$ cat src/rtl/coh_pkg.sv
package coh_pkg;

    localparam int TAG_W     = 4;
    localparam int N_STREAMS = 3;
    localparam int S_PRB     = 0;
    localparam int S_FIL     = 1;
    localparam int S_REL     = 2;

    typedef logic [TAG_W-1:0] tag_t;

    typedef enum logic [1:0] {
        K_PROBE = 2'd0,
        K_FILL  = 2'd1,
        K_CTD   = 2'd2,
        K_REL   = 2'd3
    } cmd_kind_e;

    // a is older than b under wrapping arithmetic (few entries in flight)
    function automatic logic tag_older(input tag_t a, input tag_t b);
        tag_t d;
        d = a - b;
        return d[TAG_W-1];
    endfunction

endpackage

$ cat src/rtl/coh_req_slot.sv
module coh_req_slot
    import coh_pkg::*;
#(
    parameter int ADDR_W = 40
) (
    input  logic              clk,
    input  logic              rst,
    input  logic              in_valid,
    output logic              in_ready,
    input  logic [ADDR_W-1:0] in_addr,
    input  logic              in_ctd,
    input  tag_t              in_tag,
    input  logic              take,
    output logic              out_valid,
    output logic [ADDR_W-1:0] out_addr,
    output logic              out_ctd,
    output tag_t              out_tag
);

    assign in_ready = !out_valid || take;

    always_ff @(posedge clk) begin
        if (rst) begin
            out_valid <= 1'b0;
            out_addr  <= '0;
            out_ctd   <= 1'b0;
            out_tag   <= '0;
        end else if (in_valid && in_ready) begin
            out_valid <= 1'b1;
            out_addr  <= in_addr;
            out_ctd   <= in_ctd;
            out_tag   <= in_tag;
        end else if (take) begin
            out_valid <= 1'b0;
        end
    end

    AST_SLOT_KEEPS_PLACE: assert property (@(posedge clk) disable iff (rst) (out_valid && !take) |=> (out_valid && $stable(out_tag) && $stable(out_addr)));

endmodule

$ cat src/rtl/coh_probe_engine.sv
module coh_probe_engine #(
    parameter int ADDR_W = 40
) (
    input  logic              clk,
    input  logic              rst,
    input  logic              start,
    input  logic [ADDR_W-1:0] start_addr,
    output logic              free,
    output logic              bus_valid,
    output logic [1:0]        bus_cycle,
    output logic [ADDR_W-1:0] bus_addr
);

    localparam logic [1:0] LAST_CYC = 2'd3;

    logic active;

    assign free      = !active || (bus_cycle == LAST_CYC);
    assign bus_valid = active;

    always_ff @(posedge clk) begin
        if (rst) begin
            active    <= 1'b0;
            bus_cycle <= 2'd0;
            bus_addr  <= '0;
        end else if (start) begin
            active    <= 1'b1;
            bus_cycle <= 2'd0;
            bus_addr  <= start_addr;
        end else if (active) begin
            if (bus_cycle == LAST_CYC) active <= 1'b0;
            else                       bus_cycle <= bus_cycle + 2'd1;
        end
    end

    AST_PRB_PHASE_STEP: assert property (@(posedge clk) disable iff (rst) (active && bus_cycle != LAST_CYC) |=> (active && bus_cycle == $past(bus_cycle) + 2'd1 && $stable(bus_addr)));
    AST_PRB_START_A0: assert property (@(posedge clk) disable iff (rst) start |=> (active && bus_cycle == 2'd0));

endmodule

$ cat src/rtl/coh_data_engine.sv
module coh_data_engine
    import coh_pkg::*;
#(
    parameter int ADDR_W     = 40,
    parameter int FILL_BEATS = 8,
    parameter int CTD_BEATS  = 2,
    parameter int BEAT_W     = 3
) (
    input  logic              clk,
    input  logic              rst,
    input  logic              start,
    input  cmd_kind_e         start_kind,
    input  logic [ADDR_W-1:0] start_addr,
    output logic              free,
    output logic              bus_valid,
    output cmd_kind_e         bus_kind,
    output logic [BEAT_W-1:0] bus_beat,
    output logic              bus_virtual,
    output logic [ADDR_W-1:0] bus_addr
);

    logic              active;
    logic [BEAT_W-1:0] last_beat;

    function automatic logic [BEAT_W-1:0] last_of(input cmd_kind_e k);
        case (k)
            K_FILL:  return BEAT_W'(FILL_BEATS - 1);
            K_CTD:   return BEAT_W'(CTD_BEATS - 1);
            default: return '0;
        endcase
    endfunction

    assign free        = !active || (bus_beat == last_beat);
    assign bus_valid   = active;
    assign bus_virtual = active && (bus_kind == K_CTD);

    always_ff @(posedge clk) begin
        if (rst) begin
            active    <= 1'b0;
            bus_kind  <= K_FILL;
            bus_beat  <= '0;
            last_beat <= '0;
            bus_addr  <= '0;
        end else if (start) begin
            active    <= 1'b1;
            bus_kind  <= start_kind;
            bus_beat  <= '0;
            last_beat <= last_of(start_kind);
            bus_addr  <= start_addr;
        end else if (active) begin
            if (bus_beat == last_beat) active <= 1'b0;
            else                       bus_beat <= bus_beat + 1'b1;
        end
    end

    AST_BEAT_STEP: assert property (@(posedge clk) disable iff (rst) (active && bus_beat != last_beat) |=> (active && bus_beat == $past(bus_beat) + 1'b1 && $stable(bus_kind)));
    AST_NO_PROBE_KIND: assert property (@(posedge clk) disable iff (rst) start |-> (start_kind != K_PROBE));

endmodule

$ cat src/rtl/coh_order_monitor.sv
module coh_order_monitor
    import coh_pkg::*;
#(
    parameter int ADDR_W  = 40,
    parameter int BLK_OFF = 6,
    parameter int BEAT_W  = 3,
    parameter int CNT_W   = 3
) (
    input  logic              clk,
    input  logic              rst,
    input  logic              pbus_valid,
    input  logic [1:0]        pbus_cycle,
    input  logic [ADDR_W-1:0] pbus_addr,
    input  logic              prb_resp,
    input  logic              dbus_valid,
    input  cmd_kind_e         dbus_kind,
    input  logic [BEAT_W-1:0] dbus_beat,
    input  logic [ADDR_W-1:0] dbus_addr,
    output logic              err
);

    logic [CNT_W-1:0]  seen_out;
    logic              fill_d1_due;
    logic [ADDR_W-1:0] fill_addr;

    function automatic logic same_blk(input logic [ADDR_W-1:0] a, input logic [ADDR_W-1:0] b);
        return ((a ^ b) >> BLK_OFF) == '0;
    endfunction

    logic a0, a3, d0, d1, fillish, bad_resp, bad_fill, bad_rel;

    always_comb begin
        a0       = pbus_valid && pbus_cycle == 2'd0;
        a3       = pbus_valid && pbus_cycle == 2'd3;
        d0       = dbus_valid && dbus_beat == '0;
        d1       = dbus_valid && dbus_beat == BEAT_W'(1);
        fillish  = dbus_kind == K_FILL || dbus_kind == K_CTD;
        bad_resp = d0 && seen_out != '0;
        bad_fill = a3 && ((fill_d1_due && same_blk(pbus_addr, fill_addr) && !d1)
                       || (d0 && fillish && same_blk(pbus_addr, dbus_addr)));
        bad_rel  = a0 && dbus_valid && dbus_kind == K_REL && same_blk(pbus_addr, dbus_addr);
    end

    always_ff @(posedge clk) begin
        if (rst) begin
            seen_out    <= '0;
            fill_d1_due <= 1'b0;
            fill_addr   <= '0;
            err         <= 1'b0;
        end else begin
            seen_out <= seen_out + CNT_W'(a0) - CNT_W'(prb_resp && seen_out != '0);
            if (d0 && fillish) begin
                fill_d1_due <= 1'b1;
                fill_addr   <= dbus_addr;
            end else if (d1) begin
                fill_d1_due <= 1'b0;
            end
            err <= err || bad_resp || bad_fill || bad_rel;
        end
    end

    AST_ERR_STICKY: assert property (@(posedge clk) disable iff (rst) err |=> err);

endmodule

$ cat src/rtl/coh_order_sched.sv
module coh_order_sched
    import coh_pkg::*;
#(
    parameter int ADDR_W      = 40,
    parameter int BLK_OFF     = 6,
    parameter int FILL_BEATS  = 8,
    parameter int CTD_BEATS   = 2,
    parameter int MAX_PRB_OUT = 2,
    localparam int MAXB       = (FILL_BEATS > CTD_BEATS) ? FILL_BEATS : CTD_BEATS,
    localparam int BEAT_W     = (MAXB > 2) ? $clog2(MAXB) : 1
) (
    input  logic              clk,
    input  logic              rst,
    input  logic              prb_req_valid,
    output logic              prb_req_ready,
    input  logic [ADDR_W-1:0] prb_req_addr,
    input  logic              fil_req_valid,
    output logic              fil_req_ready,
    input  logic [ADDR_W-1:0] fil_req_addr,
    input  logic              fil_req_ctd,
    input  logic              rel_req_valid,
    output logic              rel_req_ready,
    input  logic [ADDR_W-1:0] rel_req_addr,
    output logic              pbus_valid,
    output logic [1:0]        pbus_cycle,
    output logic [ADDR_W-1:0] pbus_addr,
    input  logic              prb_resp,
    output logic              dbus_valid,
    output logic [1:0]        dbus_kind,
    output logic [BEAT_W-1:0] dbus_beat,
    output logic              dbus_virtual,
    output logic [ADDR_W-1:0] dbus_addr,
    output logic              order_err
);

    localparam int CNT_W = $clog2(MAX_PRB_OUT + 1) + 1;
    localparam int IDX_W = $clog2(N_STREAMS);

    logic [N_STREAMS-1:0] in_v, in_rdy, acc, slot_v, take, in_ctd, slot_ctd;
    logic [ADDR_W-1:0]    in_addr  [N_STREAMS];
    logic [ADDR_W-1:0]    slot_addr[N_STREAMS];
    tag_t                 tag_in   [N_STREAMS];
    tag_t                 slot_tag [N_STREAMS];
    tag_t                 tag_base, tag_next;

    assign in_v    = {rel_req_valid, fil_req_valid, prb_req_valid};
    assign in_ctd  = {1'b0, fil_req_ctd, 1'b0};
    assign in_addr[S_PRB] = prb_req_addr;
    assign in_addr[S_FIL] = fil_req_addr;
    assign in_addr[S_REL] = rel_req_addr;
    assign prb_req_ready  = in_rdy[S_PRB];
    assign fil_req_ready  = in_rdy[S_FIL];
    assign rel_req_ready  = in_rdy[S_REL];
    assign acc            = in_v & in_rdy;

    // Same-edge arrivals take consecutive tags in stream index order
    always_comb begin
        tag_t run;
        run = tag_base;
        for (int i = 0; i < N_STREAMS; i++) begin
            tag_in[i] = run;
            if (acc[i]) run = run + 1'b1;
        end
        tag_next = run;
    end

    always_ff @(posedge clk) begin
        if (rst) tag_base <= '0;
        else     tag_base <= tag_next;
    end

    for (genvar g = 0; g < N_STREAMS; g++) begin : g_slot
        coh_req_slot #(.ADDR_W(ADDR_W)) u_slot (
            .clk(clk), .rst(rst),
            .in_valid(in_v[g]), .in_ready(in_rdy[g]),
            .in_addr(in_addr[g]), .in_ctd(in_ctd[g]), .in_tag(tag_in[g]),
            .take(take[g]),
            .out_valid(slot_v[g]), .out_addr(slot_addr[g]),
            .out_ctd(slot_ctd[g]), .out_tag(slot_tag[g])
        );
    end

    // Head of line: oldest pending request
    logic             head_v;
    logic [IDX_W-1:0] head_idx;
    cmd_kind_e        head_kind;
    logic             go, pe_free, de_free, prb_issue, data_issue;
    logic [CNT_W-1:0] prb_out;

    always_comb begin
        head_v   = 1'b0;
        head_idx = '0;
        for (int i = 0; i < N_STREAMS; i++) begin
            if (slot_v[i] && (!head_v || tag_older(slot_tag[i], slot_tag[head_idx]))) begin
                head_v   = 1'b1;
                head_idx = IDX_W'(i);
            end
        end
        if (head_idx == IDX_W'(S_PRB))      head_kind = K_PROBE;
        else if (head_idx == IDX_W'(S_FIL)) head_kind = slot_ctd[head_idx] ? K_CTD : K_FILL;
        else                                head_kind = K_REL;
        if (head_kind == K_PROBE) go = head_v && pe_free && (prb_out < CNT_W'(MAX_PRB_OUT));
        else                      go = head_v && de_free && (prb_out == '0);
        prb_issue  = go && head_kind == K_PROBE;
        data_issue = go && head_kind != K_PROBE;
        for (int i = 0; i < N_STREAMS; i++) take[i] = go && (head_idx == IDX_W'(i));
    end

    always_ff @(posedge clk) begin
        if (rst) prb_out <= '0;
        else     prb_out <= prb_out + CNT_W'(prb_issue) - CNT_W'(prb_resp && prb_out != '0);
    end

    coh_probe_engine #(.ADDR_W(ADDR_W)) u_probe (
        .clk(clk), .rst(rst),
        .start(prb_issue), .start_addr(slot_addr[head_idx]), .free(pe_free),
        .bus_valid(pbus_valid), .bus_cycle(pbus_cycle), .bus_addr(pbus_addr)
    );

    cmd_kind_e dkind;

    coh_data_engine #(
        .ADDR_W(ADDR_W), .FILL_BEATS(FILL_BEATS), .CTD_BEATS(CTD_BEATS), .BEAT_W(BEAT_W)
    ) u_data (
        .clk(clk), .rst(rst),
        .start(data_issue), .start_kind(head_kind), .start_addr(slot_addr[head_idx]),
        .free(de_free),
        .bus_valid(dbus_valid), .bus_kind(dkind), .bus_beat(dbus_beat),
        .bus_virtual(dbus_virtual), .bus_addr(dbus_addr)
    );

    assign dbus_kind = dkind;

    coh_order_monitor #(
        .ADDR_W(ADDR_W), .BLK_OFF(BLK_OFF), .BEAT_W(BEAT_W), .CNT_W(CNT_W)
    ) u_mon (
        .clk(clk), .rst(rst),
        .pbus_valid(pbus_valid), .pbus_cycle(pbus_cycle), .pbus_addr(pbus_addr),
        .prb_resp(prb_resp),
        .dbus_valid(dbus_valid), .dbus_kind(dkind), .dbus_beat(dbus_beat),
        .dbus_addr(dbus_addr), .err(order_err)
    );

    AST_ONE_ISSUE: assert property (@(posedge clk) disable iff (rst) $onehot0(take));
    AST_DATA_AFTER_RESP: assert property (@(posedge clk) disable iff (rst) (dbus_valid && dbus_beat == '0) |-> (prb_out == '0));
    AST_PRB_CAP: assert property (@(posedge clk) disable iff (rst) prb_out <= CNT_W'(MAX_PRB_OUT));
    AST_NO_ORDER_ERR: assert property (@(posedge clk) disable iff (rst) !order_err);

endmodule

$ cat config.mk
export PLATFORM = sky130hd
export DESIGN_NAME = coh_order_sched
export DESIGN_NICKNAME = d
export VERILOG_FILES = /design/src/rtl/coh_pkg.sv /design/src/rtl/coh_req_slot.sv /design/src/rtl/coh_probe_engine.sv /design/src/rtl/coh_data_engine.sv /design/src/rtl/coh_order_monitor.sv /design/src/rtl/coh_order_sched.sv
export SDC_FILE = /design/constraint.sdc
export NUM_CORES = 1
export LEC_CHECK = 0
export CAP_MARGIN = 15
export CELL_PAD_IN_SITES_DETAIL_PLACEMENT = 1
export CELL_PAD_IN_SITES_GLOBAL_PLACEMENT = 2
export CORE_UTILIZATION = 40
export DETAILED_ROUTE_END_ITERATION = 6
export DONT_BUFFER_PORTS = 1
export GPL_ROUTABILITY_DRIVEN = 0
export PLACE_DENSITY = 0.82
export SLEW_MARGIN = 20
export SYNTH_ARGS = -nofsm -noshare
export SYNTH_HDL_FRONTEND = slang
export SYNTH_HIERARCHICAL = 1
export SYNTH_SLANG_ARGS = --single-unit
export TNS_END_PERCENT = 50
$ cat constraint.sdc
create_clock -name clk -period 6.2 [get_ports clk]
set_input_delay 0.31 -clock clk [delete_from_list [all_inputs] [get_ports clk]]
set_output_delay 0.31 -clock clk [all_outputs]
set_load 0.05 [all_outputs]
==> results of run 1 <==
[final cells by class]
type	instances	area (sq um)	area share
inverter	23	86.33	0.005041
tap	455	569.3	0.03324
timing repair buffer	196	1982	0.1157
clock inverter	8	143.9	0.008401
sequential	273	5465	0.3191
antenna	1	2.502	0.0001461
multi-input combinational	1084	7833	0.4573
clock buffer	53	1046	0.06107
[state kept, by name, indices dropped and copies added (netlist names)]
signal / cells
u_probe/bus_cycle: 2
u_data/bus_valid: 1
u_data/bus_kind: 2
u_mon/fill_d1_due: 1
u_data/bus_addr: 40
u_mon/fill_addr: 34
u_mon/err: 1
tag_base: 4
u_mon/seen_out: 3
g_slot.u_slot/out_ctd: 1
u_probe/bus_valid: 1
u_probe/bus_addr: 40
prb_out: 3
u_data/bus_beat: 3
g_slot.u_slot/out_addr: 120
g_slot.u_slot/out_tag: 12
u_data/last_beat: 2
g_slot.u_slot/out_valid: 3
[per-layer routing]
metal | wire, microns | vias up
met5 | 0 | -
met4 | 1388 | 0
met3 | 2890 | 68
met2 | 22450 | 304
met1 | 22390 | 5845
li1 | - | 5496
[critical path: stages (launching register included)]
cell and delay, ps:
dfxtp_1 350, inv_1 50, ha_1 340, a21oi_1 290
o21a_1 260, o211ai_4 160, mux2i_1 170, ha_1 300
nand2_1 90, or2_2 290, o221a_4 280, mux2i_4 190
a21oi_1 190, nand2b_4 170, buf_4 800, nand3_1 230
dlygate4sd3_1 650, a21oi_2 120, dlygate4sd3_1 560
[how the worst max path moves through the flow]
| stage | endpoint | slack, ps | depth (start not counted) |
|---|---|---|---|
| after CTS | g_slot[0].u_slot/out_addr[4] | 720 | 18 |
| final | g_slot[0].u_slot/out_addr[4] | 530 | 18 |
| after detailed placement | tag_base[3] | 1320 | 22 |
| after global routing | g_slot[0].u_slot/out_addr[4] | 370 | 18 |
| after floorplan | tag_base[3] | 740 | 26 |
| after global placement | tag_base[3] | 1550 | 22 |
[power by group through the flow]
| stage | logic (mW) | registers, mW | clock network [mW] |
|---|---|---|---|
| 2_1_floorplan | 1.60 | 2.53 | 0 |
| 3_3_place_gp | 1.79 | 2.63 | 0 |
| 3_5_place_dp | 1.83 | 2.64 | 0 |
| 4_1_cts | 2.00 | 2.61 | 2.16 |
| 5_1_grt | 2.18 | 2.64 | 2.22 |
| 6_report | 2.03 | 2.61 | 2.11 |
[what timing repair did]
item | CTS | global route
endpoints found under the hold margin | 269 | 1
hold buffers | 184 | 1
gates resized for setup | 0 | 0
endpoints found under the setup margin | 0 | 0
setup buffers | 0 | 0
[per-stage QoR]
step | hold WS (ps) | total power [mW] | cells | util | area, sq um
4_1_cts | 0.3988 | 6.768 | 2090 | 0.4910 | 17090
5_1_grt | 1.007 | 7.042 | 2093 | 0.4922 | 17130
3_3_place_gp | 443.7 | 4.425 | 1845 | 0.4031 | 14030
3_5_place_dp | 443.5 | 4.470 | 1845 | 0.4031 | 14030
2_1_floorplan | 379.1 | 4.134 | 1511 | - | 14220
6_report | 7.290 | 6.751 | 2093 | 0.4922 | 17130
==> summary.txt, run 1 <==
status -> finished clean
Detail Route Antenna Nets -> 0
post-DR wirelength/cell -> 23.47 microns
root buf cell -> clkbuf_16
Mapped Nets -> 1656
Max Cap Viol -> 0
DRT Pass-1 Iters -> 5
height of the die -> 190.6 microns
r2r startpoint -> g_slot[0].u_slot/out_tag[2]
Final period util -> 0.9140
area grow syn2layout -> 20.43%
power density cells -> 394.2 nW/um^2
CTS max path bufs -> 3
M1 GR Usage -> 0.3516
RSZ-0062 raised after global routing -> no
Mapped Cells -> 1511
Fill cells -> 3855
slew margin rel. -> 0.2293
post-detail-place hpwl -> 28400 microns
CORE AREA -> 34800 sq um
most frequent cells in the layout -> 273 x dfxtp_1, 183 x dlygate4sd3_1, 142 x nand3_1
Switch Pwr -> 2.635 mW
Combinational Power Share -> 0.300
setup violators final -> 0
Skew-Pair Late Insertion Delay -> 510 ps
Die ar. -> 36310 sq um
total gr overflow -> 0
worst slack, placed -> 1324 ps
Routed WL -> 49120 microns
met3 GRT Util -> 0.05631
P_int -> 4.116 mW
share of cells above drive strength 1 -> 0.1594
IO Pins -> 221
Mean Syn Cell Area -> 9.413 sq um
measured slew at the worst slew-check pin -> 1156 ps
grt met2 use -> 0.4301
synthesized cell area -> 14220 sq um
initial antenna violation count -> 1
vias per cell -> 5.596
WP data required -> 6650 ps
clock power share -> 0.313
CP Launch Type -> register
Leakage -> 6.230 nW
worst hold endpoint -> g_slot[2].u_slot/out_addr[23]
first-iteration detailed-routing DRC count -> 685
hold depth -> 2
R2R depth -> 18
critical hold path startpoint -> rel_req_addr[23]
CP startpoint -> g_slot[0].u_slot/out_tag[2]
TNS Setup -> 0 ps
Tot GR Track Use -> 0.2657
CTS Sinks -> 273
# rows -> 68
Max FO, Critical Path -> 90
H-tree depth -> 2
port bufs -> 0
R2R Setup Slk -> 530 ps
Initial Utilization -> 0.4087
Setup crit end kind -> register
Worst Skew -> 13.60 ps
Tightest Hold Check Type -> input port to register
largest net degree at the start of global routing -> 263
worst vdd ir -> 244.1 uV
minimum clock period -> 5667 ps
number of buffers created by CTS -> 34
sw frac -> 0.3903
CP Class -> register to register
vias in the first global route -> 12170
Clock transition at path regs -> 60 ps
first-pass GRT wire length -> 73950 microns
max-slew violation count -> 0
Final WS setup -> 532.9 ps
Die Wd -> 190.6 microns
CTS tree -> built
Worst EP arrival -> 6120 ps
Worst R2R End -> g_slot[0].u_slot/out_addr[4]
Ys Warns -> 6
Flop pwr share -> 0.387
Max Fclk -> 0.1765 GHz
Vias -> 11710
grt peak-use layer -> met2
commonest non-fill, non-tap cell in the layout -> dfxtp_1
fin nets -> 1757
final hold vios -> 0
DR DRC count -> 0
(Power assumes the default switching activity.)
==> run 2, diff against run 1 <==
CORE_UTILIZATION = 37   (was 40)
SYNTH_HIERARCHICAL = unset   (was 1)
==> run 2 against run 1 <==
Wire length down 17%; sequential share of layout area up 5.6 points; synthesized area down 15%; worst setup slack better by 530 ps; design area down 15%; largest power group unchanged.
==> summary.txt, run 2 <==
commonest non-fill, non-tap cell in the layout -> nand2_1
Max Fclk -> 0.1946 GHz
CTS max path bufs -> 3
sequential cell area fraction in the yosys report -> 0.4546
largest net degree at the start of global routing -> 271
final hold vios -> 0
CORE AREA -> 31800 sq um
Die Wd -> 182.3 microns
sequential cell area -> 5465 sq um
most frequent cell after synthesis -> nand2_1
post-synth top area cell -> dfxtp_1
Worst EP arrival -> 5630 ps
Initial Utilization -> 0.3781
first-pass GRT wire length -> 62830 microns
Unique masters post-synth -> 52
WP data required -> 6690 ps
Vias -> 10590
post-synthesis mux area share -> 0.04267
vias in the first global route -> 10730
Leakage -> 5.653 nW
biggest regs -> g_slot.u_slot.out_addr x120, u_data.bus_addr x40, u_probe.bus_addr x40
synthesized cell area -> 12020 sq um
Mapped Cells -> 1523
first-iteration detailed-routing DRC count -> 511
H-tree depth -> 1
vias per cell -> 5.172
Area contributors post-synth -> dfxtp_1 45%, nand2_1 11%, a21oi_1 11%, nor2_1 5.5%, mux2i_1 4.1%
Clock transition at path regs -> 60 ps
measured slew at the worst slew-check pin -> 980.2 ps
Ys Warns -> 0
RSZ-0062 raised after global routing -> no
DRT Pass-1 Iters -> 5
Post-Layout Cell Count -> 2048
Max FO, Critical Path -> 44
Fill cells -> 3785
height of the die -> 182.3 microns
dpl cells -> 1871
post-detail-place hpwl -> 26230 microns
Post-Synth Adder-Cell Area -> 0.02310
most frequent cells in the layout -> 354 x nand2_1, 273 x dfxtp_1, 260 x a21oi_1
Mapped Nets -> 1671
CTS tree -> built
total gr overflow -> 0
CTS Sinks -> 273
top_reg_cell synth -> dfxtp_1
Routed WL -> 40600 microns
area grow syn2layout -> 21.23%
IO Pins -> 221
post-DR wirelength/cell -> 19.83 microns
status -> finished clean
Tightest Hold Check Type -> input port to register
Tot GR Track Use -> 0.2423
CP Launch Type -> register
slew margin rel. -> 0.3450
worst vdd ir -> 210.2 uV
total power -> 5.662 mW
largest family of logic cells by synthesized area -> simple AND/OR/NAND/NOR gates
Post-synth EDFFs -> 0
Synth Area in Compound Gates -> 0.1543
Final period util -> 0.8289
Mean Syn Cell Area -> 7.894 sq um
TNS Setup -> 0 ps
Resize count post-CTS -> 0
Worst Skew -> 11.84 ps
Top reg by flops -> g_slot.u_slot.out_addr
fin nets -> 1743
xor-xnor portion of the synthesized cell area -> 0.06431
setup violators final -> 0
Die ar. -> 33220 sq um
CP Class -> register to register
number of synthesized register bits -> 273
Setup crit end kind -> register
power density cells -> 388.4 nW/um^2
Multi-input gate area -> 6127 sq um
share of cells above drive strength 1 -> 0.04777
Max Cap Viol -> 0
Skew-Pair Late Insertion Delay -> 550 ps
simple-gate share of the synthesized area -> 0.2210
Detail Route Antenna Nets -> 0
max FFs per register -> 120
number of buffers created by CTS -> 31
port bufs -> 0
# rows -> 65
ys async rst share -> 0
Post-CTS Setup Bufs -> 0
max-slew violation count -> 0
DR DRC count -> 0
Synth top area share -> 0.4546
root buf cell -> clkbuf_16
Synth top cells by count -> 355 x nand2_1, 273 x dfxtp_1, 261 x a21oi_1
minimum clock period -> 5139 ps
initial antenna violation count -> 2
run 2: metal layers:
| metal | routed length, microns | track usage | share of wire |
|---|---|---|---|
| met1 | 19150 | 0.3315 | 0.47 |
| met2 | 18550 | 0.3949 | 0.46 |
| met3 | 2258 | 0.05009 | 0.056 |
| met4 | 632 | 0.04639 | 0.016 |
| met5 | 13 | 0 | 0.00032 |
run 2: path summary, 6_finish.rpt:
kind,startpoint,to,slack [ps],cells after the start
setup reg to reg,g_slot[0].u_slot.out_tag[2],tag_base[3],1060,18
hold / removal,rst,u_data.bus_kind[0],10,2
hold reg to reg,g_slot[0].u_slot.out_addr[36],g_slot[0].u_slot.out_addr[36],450,2
setup / recovery,g_slot[0].u_slot.out_tag[2],tag_base[3],1060,18
run 2: logic make-up (layout without fill, tap and decap cells):
family,count (synthesis),in the layout
buffers and inverters,124,213
AO/OA/AOI/OAI,331,331
XOR/XNOR,85,85
flip-flops,273,273
multiplexers,51,51
AND/OR/NAND/NOR,638,638
other,0,1
adder cells (fa/ha/maj),21,21
run 2: final cells by class:
cell class	instances	share of cell area
timing repair buffer	137	0.09546
sequential	273	0.3750
clock inverter	4	0.003090
multi-input combinational	1126	0.4204
clock buffer	46	0.06189
tap	435	0.03734
antenna	1	0.0001717
inverter	26	0.006696
run 2: report_power, final:
part           leakage [nW]  switching, mW  internal, mW  total (mW)
Sequential             2.23          0.382          1.95        2.33
Clock                 0.468          0.715          1.03        1.74
Combinational          2.96           1.03         0.556        1.59
run 2: worst max-delay path, stage by stage, from the launching register on:
cell	delay (ps)
dfxtp_1	340
inv_1	50
ha_1	330
a21oi_1	230
o21a_1	280
o21ai_2	120
nand2b_2	250
mux2i_1	160
ha_1	310
a21oi_1	90
and3b_1	170
or3_1	460
o211ai_1	450
nand2_1	460
nand2_1	230
buf_4	470
o31ai_1	230
a2111o_1	390
nand2_1	70
run 2: per-stage QoR:
stage          area, sq um  hold WS [ps]  setup slack, ps  utilization
6_report             14580         10.39             1061       0.4584
5_1_grt              14580         18.25            701.4       0.4584
4_1_cts              14550         1.771             1062       0.4574
3_5_place_dp         12330         395.2             1101       0.3877
3_3_place_gp         12330         396.6             1181       0.3877
2_1_floorplan        12020         435.7             1009            -
run 2: timing repair:
action                                 4_1_cts  5_1_grt
endpoints found under the hold margin      270        0
setup endpoints to repair                    0        0
hold buffers                               125        0
